### src/rtl/hbg_pkg.sv
// Shared types for the H-bridge gate sequencer.
// Assumes: a leg conducts through at most one of its two switches.
package hbg_pkg;

    typedef enum logic [1:0] {
        SIDE_NONE = 2'b00,
        SIDE_LOW  = 2'b01,
        SIDE_HIGH = 2'b10
    } side_t;

    // Map enable and leg command to the wanted conducting switch.
    function automatic side_t side_decode(input logic en, input logic cmd);
        if (!en)
            return SIDE_NONE;
        return cmd ? SIDE_HIGH : SIDE_LOW;
    endfunction

endpackage

### src/rtl/hbg_sync.sv
// Multi-bit flop-chain synchronizer. Each bit is synchronized independently.
// Assumes: bits are unrelated levels, so skew between bits is harmless.
module hbg_sync #(
    parameter int WIDTH  = 3,
    parameter int STAGES = 2
) (
    input  logic             clk,
    input  logic             rst_n,
    input  logic [WIDTH-1:0] async_in,
    output logic [WIDTH-1:0] sync_out
);

    logic [STAGES-1:0][WIDTH-1:0] chain;

    genvar s;
    generate
        for (s = 0; s < STAGES; s++) begin : g_stage
            // Shift the input one stage further through the chain.
            always_ff @(posedge clk) begin
                if (!rst_n)
                    chain[s] <= '0;
                else if (s == 0)
                    chain[s] <= async_in;
                else
                    chain[s] <= chain[(s == 0) ? 0 : s-1];
            end
        end
    endgenerate

    assign sync_out = chain[STAGES-1];

endmodule

### src/rtl/hbg_leg.sv
// One bridge leg: picks the high or low switch from the synchronized enable
// and command. Turns the conducting switch off at once, and waits a dead
// interval with both switches off before turning any switch on.
// Assumes: en_s and cmd_s are synchronous to clk; DEAD_CYCLES >= 1.
module hbg_leg
    import hbg_pkg::*;
#(
    parameter int DEAD_CYCLES = 125
) (
    input  logic clk,
    input  logic rst_n,
    input  logic en_s,
    input  logic cmd_s,
    output logic gate_hi,
    output logic gate_lo
);

    localparam int CW = $clog2(DEAD_CYCLES + 1);
    localparam logic [CW-1:0] DEAD_LOAD = CW'(DEAD_CYCLES);

    side_t         want;
    logic [CW-1:0] dead_cnt;
    logic          wrong_side;

    // Wanted switch for this leg this cycle.
    always_comb want = side_decode(en_s, cmd_s);

    // A switch is on but the command now asks for the other one.
    always_comb wrong_side = (gate_hi && want == SIDE_LOW) ||
                             (gate_lo && want == SIDE_HIGH);

    // Gate state and dead-interval countdown.
    always_ff @(posedge clk) begin
        if (!rst_n) begin
            gate_hi  <= 1'b0;
            gate_lo  <= 1'b0;
            dead_cnt <= DEAD_LOAD;
        end else if (want == SIDE_NONE) begin
            gate_hi  <= 1'b0;
            gate_lo  <= 1'b0;
            dead_cnt <= DEAD_LOAD;
        end else if (gate_hi || gate_lo) begin
            if (wrong_side) begin
                gate_hi  <= 1'b0;
                gate_lo  <= 1'b0;
                dead_cnt <= DEAD_LOAD;
            end
        end else if (dead_cnt != '0) begin
            dead_cnt <= dead_cnt - 1'b1;
        end else begin
            gate_hi <= (want == SIDE_HIGH);
            gate_lo <= (want == SIDE_LOW);
        end
    end

    // Count of consecutive cycles with both gates off, saturating (check only).
    logic [CW-1:0] off_run;
    always_ff @(posedge clk) begin
        if (!rst_n)
            off_run <= '0;
        else if (gate_hi || gate_lo)
            off_run <= '0;
        else if (off_run != DEAD_LOAD)
            off_run <= off_run + 1'b1;
    end

    AST_NO_SHOOT_THROUGH: assert property (@(posedge clk) disable iff (!rst_n)
        !(gate_hi && gate_lo));
    AST_OFF_WHEN_DISABLED: assert property (@(posedge clk) disable iff (!rst_n)
        !en_s |=> (!gate_hi && !gate_lo));
    AST_DEAD_GAP: assert property (@(posedge clk) disable iff (!rst_n)
        ($rose(gate_hi) || $rose(gate_lo)) |-> (off_run >= DEAD_LOAD));
    AST_HOLD_MATCHED: assert property (@(posedge clk) disable iff (!rst_n)
        (en_s && gate_hi && cmd_s) |=> gate_hi);

endmodule

### src/rtl/hbridge_gate_ctrl.sv
// Full-bridge gate sequencer: synchronizes enable and both leg commands,
// then drives one dead-time leg controller per leg.
// Assumes: inputs are asynchronous levels; outputs are active-high gates.
module hbridge_gate_ctrl #(
    parameter int DEAD_CYCLES = 125,
    parameter int SYNC_STAGES = 2
) (
    input  logic clk,
    input  logic rst_n,
    input  logic bridge_en,
    input  logic cmd_a,
    input  logic cmd_b,
    output logic gate_a_hi,
    output logic gate_a_lo,
    output logic gate_b_hi,
    output logic gate_b_lo
);

    localparam int LEGS = 2;
    localparam int SW   = LEGS + 1;

    logic [SW-1:0]   raw_in;
    logic [SW-1:0]   sync_in;
    logic [LEGS-1:0] leg_hi;
    logic [LEGS-1:0] leg_lo;

    assign raw_in = {bridge_en, cmd_b, cmd_a};

    hbg_sync #(
        .WIDTH  (SW),
        .STAGES (SYNC_STAGES)
    ) u_sync (
        .clk      (clk),
        .rst_n    (rst_n),
        .async_in (raw_in),
        .sync_out (sync_in)
    );

    genvar l;
    generate
        for (l = 0; l < LEGS; l++) begin : g_leg
            hbg_leg #(
                .DEAD_CYCLES (DEAD_CYCLES)
            ) u_leg (
                .clk     (clk),
                .rst_n   (rst_n),
                .en_s    (sync_in[SW-1]),
                .cmd_s   (sync_in[l]),
                .gate_hi (leg_hi[l]),
                .gate_lo (leg_lo[l])
            );
        end
    endgenerate

    assign gate_a_hi = leg_hi[0];
    assign gate_a_lo = leg_lo[0];
    assign gate_b_hi = leg_hi[1];
    assign gate_b_lo = leg_lo[1];

endmodule

### config.mk
export PLATFORM = sky130hd
export DESIGN_NAME = hbridge_gate_ctrl
export DESIGN_NICKNAME = d
export VERILOG_FILES = /design/src/rtl/hbg_pkg.sv /design/src/rtl/hbg_sync.sv /design/src/rtl/hbg_leg.sv /design/src/rtl/hbridge_gate_ctrl.sv
export SDC_FILE = /design/constraint.sdc
export NUM_CORES = 1
export LEC_CHECK = 0
export CAP_MARGIN = 40
export CORE_AREA = 2 2 57 59
export DETAILED_ROUTE_END_ITERATION = 8
export DIE_AREA = 0 0 59 61
export PLACE_DENSITY = 0.55
export SLEW_MARGIN = 0
export SYNTH_ARGS = -nofsm -noshare
export SYNTH_HDL_FRONTEND = slang
export SYNTH_SLANG_ARGS = --single-unit
export TNS_END_PERCENT = 10
### constraint.sdc
create_clock -name clk -period 2.6 [get_ports clk]
set_input_delay 0.39 -clock clk [delete_from_list [all_inputs] [get_ports clk]]
set_output_delay 0.39 -clock clk [all_outputs]
set_load 0.005 [all_outputs]
# Word level (Yosys, flattened, before mapping)
# Index checks and enable logic that the tools add are counted.
dict set report totals {
  elab_cells 59
  register_bits 24
  out_inout_bits 4
}
dict set report op_classes {
  n_reduce_logical 20
  eq_ne 8
  bitwise 1
  n_mux 20
  n_addsub 2
}
# op count
set ops {}
lappend ops {{2-to-1 mux 7 bit} 6}
lappend ops {{nonzero test 7 bit} 2}
lappend ops {{subtractor 7 x 1 -> 7 bit, second input constant} 2}
lappend ops {{2-to-1 mux 1 bit} 10}
lappend ops {{2-to-1 mux 2 bit} 4}
lappend ops {{inequality test 2 x 1 -> 1 bit, second input constant} 4}
lappend ops {{AND reduction 2 bit} 4}
lappend ops {{== test 2 x 1 -> 1 bit, second input constant} 2}
lappend ops {{== test 2 bit, second input constant} 2}
lappend ops {{logical AND 1 bit} 4}
lappend ops {{zero test 2 bit} 2}
lappend ops {{logical OR 1 bit} 4}
lappend ops {{nonzero test 2 bit} 2}
lappend ops {{OR reduction 2 bit} 2}
lappend ops {{NOT 1 bit} 1}

# Longest topological paths before layout
dict set report logic_depth {
  word_depth 7
  depth_mapped 6
  ltp_nobuf 6
}

# Cells and area by module
# From an unflattened synthesis, not the netlist that was laid out.
dict set report hier_totals {
  cells_unflattened 119
  area_unflattened_um2 1193.6
}
# module area_per_inst_um2 cells_each seq_area_each_um2 n_inst
set by_module_without_submodules {}
lappend by_module_without_submodules {hbg_leg 506.7 52 180.2 2}
lappend by_module_without_submodules {hbg_sync 180.2 15 120.1 1}

# Least setup slack after synthesis
# Ideal clock, no wire load.
dict set report synth_path {
  kind {register to register}
  startpoint {register g_leg[1].u_leg.dead_cnt[0]}
  endpoint {register g_leg[1].u_leg.dead_cnt[6]}
  arrival_ns 1.496
  path_buffers 0
  setup_slack_ns 0.960
  setup_time_ns 0.144
  stages_incl_launch_ff 7
  cell_sequence {dfxtp_1 > inv_1 > ha_1 > or3b_4 > or4_4 > mux2i_1 > nand2_1}
}
dict set report synth_between {
  elab_chain_len 3
}
# element line
set synth_lines {}
lappend synth_lines {{start, declared} hbg_leg.sv:22} ;# logic [CW-1:0] dead_cnt;
lappend synth_lines {{start signal, assigned} hbg_leg.sv:49} ;# dead_cnt <= dead_cnt - 1'b1;
lappend synth_lines {{subtractor 7 x 1 -> 7 bit or nonzero test 7 bit (tied branches)} {hbg_leg.sv:49, hbg_leg.sv:48}}
lappend synth_lines {{2-to-1 mux 7 bit or nonzero test 2 bit (tied branches)} --}
lappend synth_lines {{2-to-1 mux 7 bit or AND reduction 2 bit (tied branches)} --}
# Several ways; a longest one is shown, not always the timed one. The select of a mux whose other input is x is not followed.
# A chain may end at the register's enable or synchronous reset.

# Worst setup path after layout
dict set report layout_path {
  startpoint {register g_leg[1].u_leg.dead_cnt[0]}
  endpoint {register g_leg[1].u_leg.dead_cnt[5]}
}
# The elaborated chain is that of the path after synthesis.

==> impl_results.md <==
- Unrepaired setup endpoints after global routing: false
- Data required time at the worst endpoint: 2.82 ns
- CTS Root Cell: clkbuf_4
- Critical path arrival: 2.04 ns
- Starting Density: 0.358
- Warnings from Yosys: 0
- Synth unique cells: 28
- Setup violations, final: 0
- First-pass DRT Iterations: 4
- Clock Pin Slew Worst Setup and Hold Paths: 0.14 ns
- Area Growth Syn to Fin: 17.8%
- Initial antenna violation count: 0
- Layout cell share with drive strength beyond 1: 0.0873
- Fillers: 292
- Mapped Cells: 112
- H-tree Lvls: 1
- DRT Wirelength: 1870 um
- Setup TNS: 0 ns
- Final Hold Fails: 0
- Die Y: 61 um
- Postcts setup bufs: 0
- Max clock buf depth: 2
- Clock skew: 0.00263 ns
- Max Slew Vio Count: 0
- I/O Pins: 9
- Synthesized area per cell: 9.45 um^2
- DP HPWL: 1350 um
- Max Cap Violations: 0
- Min cycle time layout: 1.82 ns
- Diodes inserted: 0
- Slew @ Worst Pin: 0.596 ns
- Nets: 136
- Area of the multi-input gates: 556 um^2
- Leakage: 0.462 nW
- FP Rows: 20
- Fmax: 549 MHz
- Core area: 0.00295 mm^2
- Global-route wire length before repair: 3370 um
- Vias in the first global route: 767
- Number of synthesized register bits: 24
- Hold crit path type: reg -> reg
- Met3 wire length: 52 um
- WS Path Type: reg -> reg
- Largest net degree at the start of global routing: 15
- Worst IR Drop VDD: 0.305 mV
- Drt initial violations: 21
- Gr usage total: 0.123
- Pre-CTS setup slack: 0.747 ns
- Met1 WL: 1000 um
- Worst setup margin: 0.779 ns
- CTS tree: done
- Die Area: 0.00360 mm^2
- Top sig layer: met4
- Critical Path End Type: flop
- Wire per inst: 11.7 um
- GP Congestion: 0.815
- Hold-fix buffers at CTS: 0
- Post-Syn Area: 0.00106 mm^2
- Share of the yosys chip area belonging to registers: 0.454
- Critical path startpoint category: flop
- PD cells: 537 mW/mm^2
- Routed Antenna Nets: 0
- Met2 wire len: 797 um
- PostCTS Resize Cnt: 0
- Clk Latency, worst-skew pair: 0.31 ns
- Synth Net Count: 121
- Post-synth ARST share: 0
- Drt drc: 0
- Grt ovf: 0
- Vias per Instance: 4.93
- Port Buffers: 8
- CTS buffer count: 3
- Fin crit share: 0.700
- Num Clock Sinks: 24
- Chip width: 59 um
- Seq. cell area: 480 um^2
- Outcome: finished clean
- Primary FF master, synth: dfxtp_1
- Slew HR: 0.600
- Critical path peak fanout: 6
- Post-synth EDFFs: 0
- Vias: 784
- Total chip power: 0.670 mW
-- flip-flops by register name (all words and copies together), names as in the netlist --
name and cells:
g_leg.u_leg.dead_cnt 14, g_leg.u_leg.gate_hi 2, g_leg.u_leg.gate_lo 2, u_sync.chain 3, u_sync.sync_out 3
-- critical path, stage by stage (launching register included) --
cell      delay (ns)
dfxtp_1         0.41
inv_1           0.08
ha_1            0.21
nor4b_2         0.19
a211oi_1        0.55
a21oi_1         0.12
nand3b_1        0.17
-- cell type report --
type,instances,share of cell area
inverter,6,0.0181
sequential,24,0.385
multi-input combinational,82,0.445
timing repair buffer,10,0.0762
clock buffer,3,0.0181
clock inverter,1,0.0241
tap,33,0.0331
-- cell usage in the layout, fill, tap and decap left out, drive strengths merged --
| cell | count |
|---|---|
| xnor2 | 7 |
| a21oi | 7 |
| or3 | 1 |
| mux2i | 1 |
| or3b | 2 |
| nand3b | 3 |
| o21ai | 3 |
| nand2 | 13 |
| buf | 2 |
| nand3 | 3 |
| or2 | 2 |
| and2 | 6 |
| or4 | 5 |
| nor2 | 6 |
| nor4 | 3 |
| bufinv | 1 |
| dfxtp | 24 |
| clkbuf | 3 |
| nor4b | 4 |
| a31oi | 1 |
| clkdlybuf4s50 | 8 |
| and4 | 1 |
| nor2b | 2 |
| ha | 4 |
| nor3 | 2 |
| inv | 6 |
| a211oi | 6 |
-- worst paths after layout --
| check | slack [ns] | start | end | cells past startpoint |
|---|---|---|---|---|
| worst max-delay path | 0.78 | g_leg[1].u_leg.dead_cnt[0] | g_leg[1].u_leg.dead_cnt[5] | 6 |
| worst min-delay path | 0.45 | u_sync.chain[1] | u_sync.sync_out[1] | 1 |
| worst max register to register | 0.78 | g_leg[1].u_leg.dead_cnt[0] | g_leg[1].u_leg.dead_cnt[5] | 6 |
| worst min register to register | 0.45 | u_sync.chain[1] | u_sync.sync_out[1] | 1 |
-- metrics by stage --
step | util | instance area (um^2) | hold WS (ns) | instances
floorplan | - | 1060 | 0.412 | 112
global route | 0.422 | 1250 | 0.475 | 159
detailed placement | 0.405 | 1190 | 0.419 | 155
finish | 0.422 | 1250 | 0.452 | 159
CTS | 0.422 | 1250 | 0.460 | 159
global placement | 0.405 | 1190 | 0.417 | 155
-- report_power, final --
group | internal, mW | switching (mW)
logic | 0.0131 | 0.00836
registers | 0.373 | 0.00289
clock network | 0.156 | 0.116
total | 0.542 | 0.128
-- Yosys cell counts (4+ instances only) --
| library cell | n | area, um^2 |
|---|---|---|
| dfxtp_1 | 24 | 480 |
| nand2_1 | 13 | 48.8 |
| a21oi_1 | 7 | 35.0 |
| xnor2_1 | 7 | 61.3 |
| a211oi_1 | 6 | 45.0 |
| and2_1 | 6 | 37.5 |
| inv_1 | 6 | 22.5 |
| nor2_1 | 6 | 22.5 |
| ha_1 | 4 | 50.1 |
| or4_1 | 4 | 30.0 |
-- routing by layer --
| metal | vias to the layer above | track usage |
|---|---|---|
| li1 | 427 | - |
| met1 | 345 | 0.172 |
| met2 | 10 | 0.181 |
| met3 | 2 | 0.0256 |
| met4 | 0 | 0.0617 |
| met5 | - | 0 |
-- logic make-up (layout without fill, tap and decap cells) --
kind of cell | Yosys count | after routing | share of synthesized area
AND/OR/NAND/NOR | 53 | 53 | 0.314
flip-flops | 24 | 24 | 0.454
AO/OA/AOI/OAI | 17 | 17 | 0.0957
XOR/XNOR | 7 | 7 | 0.0579
buffers and inverters | 6 | 20 | 0.0213
adder cells (fa/ha/maj) | 4 | 4 | 0.0473
multiplexers | 1 | 1 | 0.00946
Note: power is estimated with default switching activity, not from simulation.
